===== src/rtl/ir_mod_pkg.sv =====
package ir_mod_pkg;

    typedef enum logic [1:0] {
        ST_BYPASS = 2'd0,
        ST_MARK   = 2'd1,
        ST_SPACE  = 2'd2
    } ir_state_e;

    typedef enum logic {
        KEY_ASK = 1'b0,
        KEY_FSK = 1'b1
    } ir_key_e;

    typedef enum logic {
        SRC_UART = 1'b0,
        SRC_SW   = 1'b1
    } ir_src_e;

endpackage


===== src/rtl/ir_swdata_reg.sv =====
module ir_swdata_reg #(
    parameter logic SW_RST = 1'b0
) (
    input  logic clk,
    input  logic rst_n,
    input  logic wr_i,
    input  logic wdata_i,
    output logic bit_o
);

    always_ff @(posedge clk or negedge rst_n) begin
        if (!rst_n) begin
            bit_o <= SW_RST;
        end else if (wr_i) begin
            bit_o <= wdata_i;
        end
    end

    AST_SW_LOAD: assert property (@(posedge clk) disable iff (!rst_n)
        wr_i |=> (bit_o == $past(wdata_i)));
    AST_SW_HOLD: assert property (@(posedge clk) disable iff (!rst_n)
        !wr_i |=> $stable(bit_o));

endmodule


===== src/rtl/ir_ctrl_fsm.sv =====
module ir_ctrl_fsm
    import ir_mod_pkg::*;
(
    input  logic      clk,
    input  logic      rst_n,
    input  logic      en_i,
    input  ir_src_e   src_i,
    input  logic      uart_i,
    input  logic      sw_bit_i,
    output ir_state_e state_d_o,
    output ir_state_e state_q_o
);

    logic data_bit;

    always_comb begin
        data_bit = (src_i == SRC_SW) ? sw_bit_i : uart_i;
    end

    // next-state decode
    always_comb begin
        state_d_o = state_q_o;
        unique case (state_q_o)
            ST_BYPASS, ST_MARK, ST_SPACE: begin
                if (!en_i)         state_d_o = ST_BYPASS;
                else if (data_bit) state_d_o = ST_MARK;
                else               state_d_o = ST_SPACE;
            end
            default:               state_d_o = ST_BYPASS;
        endcase
    end

    // state register
    always_ff @(posedge clk or negedge rst_n) begin
        if (!rst_n) state_q_o <= ST_BYPASS;
        else        state_q_o <= state_d_o;
    end

    AST_FSM_BYPASS: assert property (@(posedge clk) disable iff (!rst_n)
        !en_i |=> (state_q_o == ST_BYPASS));
    AST_SRC_SW_MARK: assert property (@(posedge clk) disable iff (!rst_n)
        (en_i && src_i == SRC_SW && sw_bit_i) |=> (state_q_o == ST_MARK));
    AST_SRC_UART_SPACE: assert property (@(posedge clk) disable iff (!rst_n)
        (en_i && src_i == SRC_UART && !uart_i) |=> (state_q_o == ST_SPACE));

endmodule


===== src/rtl/ir_out_stage.sv =====
module ir_out_stage
    import ir_mod_pkg::*;
#(
    parameter logic OUT_RST = 1'b1
) (
    input  logic      clk,
    input  logic      rst_n,
    input  ir_state_e state_d_i,
    input  ir_key_e   key_i,
    input  logic      pol_i,
    input  logic      uart_i,
    input  logic      car_a_i,
    input  logic      car_b_i,
    output logic      out_o
);

    logic out_d;

    // output decode from the next state
    always_comb begin
        out_d = OUT_RST;
        unique case (state_d_i)
            ST_BYPASS: out_d = uart_i;
            ST_MARK:   out_d = car_a_i ^ pol_i;
            ST_SPACE:  out_d = ((key_i == KEY_FSK) ? car_b_i : 1'b0) ^ pol_i;
            default:   out_d = OUT_RST;
        endcase
    end

    always_ff @(posedge clk or negedge rst_n) begin
        if (!rst_n) out_o <= OUT_RST;
        else        out_o <= out_d;
    end

    AST_BYPASS_PASS: assert property (@(posedge clk) disable iff (!rst_n)
        (state_d_i == ST_BYPASS) |=> (out_o == $past(uart_i)));
    AST_MARK_CARRIER_A: assert property (@(posedge clk) disable iff (!rst_n)
        (state_d_i == ST_MARK) |=> (out_o == ($past(car_a_i) ^ $past(pol_i))));
    AST_ASK_SPACE_IDLE: assert property (@(posedge clk) disable iff (!rst_n)
        (state_d_i == ST_SPACE && key_i == KEY_ASK) |=> (out_o == $past(pol_i)));
    AST_FSK_SPACE_B: assert property (@(posedge clk) disable iff (!rst_n)
        (state_d_i == ST_SPACE && key_i == KEY_FSK) |=> (out_o == ($past(car_b_i) ^ $past(pol_i))));

endmodule


===== src/rtl/ir_carrier_mod.sv =====
module ir_carrier_mod
    import ir_mod_pkg::*;
#(
    parameter logic OUT_RST = 1'b1,
    parameter logic SW_RST  = 1'b0
) (
    input  logic clk,
    input  logic rst_n,
    input  logic uart_txd_i,
    input  logic carrier_a_i,
    input  logic carrier_b_i,
    input  logic mod_en_i,
    input  logic pol_inv_i,
    input  logic mode_fsk_i,
    input  logic data_sel_sw_i,
    input  logic sw_wr_i,
    input  logic sw_data_i,
    output logic ir_out_o
);

    logic      sw_bit;
    ir_state_e st_d;
    ir_state_e st_q;
    ir_src_e   src;
    ir_key_e   key;

    assign src = data_sel_sw_i ? SRC_SW : SRC_UART;
    assign key = mode_fsk_i ? KEY_FSK : KEY_ASK;

    ir_swdata_reg #(.SW_RST(SW_RST)) u_swdata (
        .clk     (clk),
        .rst_n   (rst_n),
        .wr_i    (sw_wr_i),
        .wdata_i (sw_data_i),
        .bit_o   (sw_bit)
    );

    ir_ctrl_fsm u_fsm (
        .clk       (clk),
        .rst_n     (rst_n),
        .en_i      (mod_en_i),
        .src_i     (src),
        .uart_i    (uart_txd_i),
        .sw_bit_i  (sw_bit),
        .state_d_o (st_d),
        .state_q_o (st_q)
    );

    ir_out_stage #(.OUT_RST(OUT_RST)) u_out (
        .clk       (clk),
        .rst_n     (rst_n),
        .state_d_i (st_d),
        .key_i     (key),
        .pol_i     (pol_inv_i),
        .uart_i    (uart_txd_i),
        .car_a_i   (carrier_a_i),
        .car_b_i   (carrier_b_i),
        .out_o     (ir_out_o)
    );

    AST_STATE_TRACK: assert property (@(posedge clk) disable iff (!rst_n)
        (mod_en_i && !data_sel_sw_i && uart_txd_i) |=> (st_q == ST_MARK));

endmodule


===== config.mk =====
export PLATFORM = sky130hd
export DESIGN_NAME = ir_carrier_mod
export DESIGN_NICKNAME = d
export VERILOG_FILES = /design/src/rtl/ir_mod_pkg.sv /design/src/rtl/ir_swdata_reg.sv /design/src/rtl/ir_ctrl_fsm.sv /design/src/rtl/ir_out_stage.sv /design/src/rtl/ir_carrier_mod.sv
export SDC_FILE = /design/constraint.sdc
export NUM_CORES = 1
export LEC_CHECK = 0
export BUFFER_PORTS_ARGS = -buffer_cell sky130_fd_sc_hd__buf_2
export CORE_AREA = 3 3 40 42
export DETAILED_ROUTE_END_ITERATION = 10
export DIE_AREA = 0 0 43 45
export PLACE_DENSITY_LB_ADDON = 0.08
export SETUP_SLACK_MARGIN = 0.1
export SLEW_MARGIN = 0
export SYNTH_ARGS = -nofsm -noshare
export SYNTH_HDL_FRONTEND = slang
export SYNTH_HIERARCHICAL = 1
export SYNTH_SLANG_ARGS = --single-unit

===== constraint.sdc =====
create_clock -name clk -period 3.94 [get_ports clk]
set_clock_uncertainty 0.2 [all_clocks]
set_input_delay 0.197 -clock clk [delete_from_list [all_inputs] [get_ports clk]]
set_output_delay 0.197 -clock clk [all_outputs]
set_load 0.01 [all_outputs]

==> reports/qor.txt <==
Final instance area = 359 sq um
CP peak stage delay = 380 ps
Final hold vios = 0
Number of diodes = 0
Hold_ws = 15.7 ps
Avg Vias per Cell = 3.81
Startpoint types = flop
Yosys warning count = 6
R2R cell count = 7
Initial core utilization = 0.186
Cells after Synth = 21
VDD IR-drop max = 0.0000616 V
Drt total wl = 466 um
Initial DRC Count = 5
CTS buffer count = 3
IO buf count = 11
CTS clock-pin slew for the worst setup and hold paths = 30 ps
Setup TNS = 0 ps
Area Growth Syn to Fin = 50.3%
Critical path data required time = 3880 ps
Clock Sinks = 4
Core Box Area = 0.00128 sq mm
Global Route Usage Sum = 0.0585
Post-synthesis register bit count = 4
Drt pass-1 iters = 2
Mean Syn Cell Area = 11.4 sq um
Final setup fails = 0
RePlAce Congestion = 0.633
Layout cells sized above 1 = 0.474
Largest net degree at the start of global routing = 5
Placed Area = 313 sq um
Leak = 0.192 nW
Net Count, Synth = 35
RSZ-0062 raised after global routing = no
Min Tclk post-route = 1850 ps
Placed insts = 47
Sequential-to-total area share from yosys stat = 0.424
Ordered cell list for the critical path = mux2i_1 -> and3b_1 -> inv_1 -> ha_1 -> and2b_1 -> o21a_1 -> o31ai_2
CTS Buffer Depth = 2
Clk_lat worst skew = 240 ps
Avg WL per Cell = 8.79 um
Total power per unit cell area = 359 mW/mm^2
Synth Cell Area = 239 sq um
CP arrival = 1790 ps
Fin util = 0.279
Final cell count without fillers = 53
Ports = 12
Commonest non-fill, non-tap cell in the layout = buf_2
Vias = 202
Final net count = 53
HP Class = in2reg
Worst Hold Path Cells = 3
Critical-path maximum fanout = 3
Synth cell types = 15
Vias in the first global route = 194
H-tree levels = 1
DRC errors left = 0
DIE AREA = 0.00194 sq mm
Number of max-slew violations in the final report = 0
CP bufs+invs = 1
Max-cap violations = 0
Grt total ovfl = 0
Slew margin rel. = 0.863
Max Clock Freq = 0.540 GHz
Critical Path End Type = flop
CP max-delay cell = dfrtp_1
Slew @ Worst Pin = 204 ps
Root buf cell = clkbuf_4
Row cnt = 13
CTS tree = yes
Die height = 45 um
Commonest non-fill, non-tap cells in the layout = buf_2 (11), clkbuf_4 (3), dfrtp_1 (3), inv_1 (3), ha_1 (3)
Top delay family on crit path = simple AND/OR/NAND/NOR gates
First-pass GRT wire length = 731 um
Initial antenna violation count = 0
Kind of critical path = reg2reg
Die width = 43 um
Status = completed
Tcrit/Tclk final = 0.470
Remaining antenna violation count = 0
Worst path depth = 7
per-stage QoR:
step / power (mW) / setup WS [ps]
6_report: 0.129 / 2090
5_1_grt: 0.138 / 1960
4_1_cts: 0.134 / 2070
3_5_place_dp: 0.0735 / 2080
3_3_place_gp: 0.0726 / 2130
2_1_floorplan: 0.0633 / 2250
state kept, by name, summed over array words and instances (netlist names):
register	count
u_out/out_o	1
u_swdata/bit_o	1
u_fsm/state_q_o	2
worst reg2reg max path, stage by stage, from the launching register on:
cell,delay (ps)
dfrtp_1,380
mux2i_1,150
and3b_1,220
inv_1,90
ha_1,170
and2b_1,190
o21a_1,170
o31ai_2,190
area by class of cell:
cell class	count	area, sq um
repair buffers	13	75.1
well taps	15	18.8
inverters	3	11.3
multi-input cells	14	126
fillers	147	926
flip-flops and latches	4	101
clock buffers	4	26.3
synth_stat cells, drive strengths merged:
master  n  share of area
and3    2          0.058
o31ai   1          0.052
nand2   1          0.016
dfrtp   3           0.31
ha      3           0.16
dfstp   1           0.11
nor3    1          0.021
mux2i   1          0.042
a21oi   1          0.021
o21a    1          0.031
mux2    1          0.063
inv     3          0.047
and3b   1          0.037
and2b   1          0.031
cells by family after synthesis:
logic type / share of synthesized area
mux: 0.105
flops: 0.424
compound gates: 0.105
simple gates: 0.162
buf+inv: 0.0471
fa+ha+maj: 0.157
final timing paths:
| kind | start | to | slack (ps) |
|---|---|---|---|
| worst min-delay path | uart_txd_i | u_out/out_o | 20 |
| min in group asynchronous | rst_n | u_fsm/state_q_o[0] | 90 |
| max in group asynchronous | rst_n | u_out/out_o | 3240 |
| worst min register to register | u_swdata/bit_o | u_swdata/bit_o | 330 |
| worst max register to register | u_swdata/bit_o | u_out/out_o | 2090 |
| worst max-delay path | u_swdata/bit_o | u_out/out_o | 2090 |
metal layers:
layer	global-route usage	wire (um)
met1	0.0584	191
met5	0	0
met2	0.0749	217
met3	0	38
met4	0.127	19
timing repair:
item / 4_1_cts / 5_1_grt
gates resized for setup: 0 / 0
setup buffers: 0 / 0
hold endpoints to repair: 5 / 0
hold buffers: 2 / 0
setup endpoints to repair: 0 / 0
power by group:
| part | internal [mW] | switching, mW |
|---|---|---|
| combinational | 0.0142 | 0.0113 |
| sequential | 0.0470 | 0.00140 |
| clock | 0.0380 | 0.0171 |
| total | 0.0992 | 0.0298 |
Note: power is estimated with default switching activity, not from simulation.
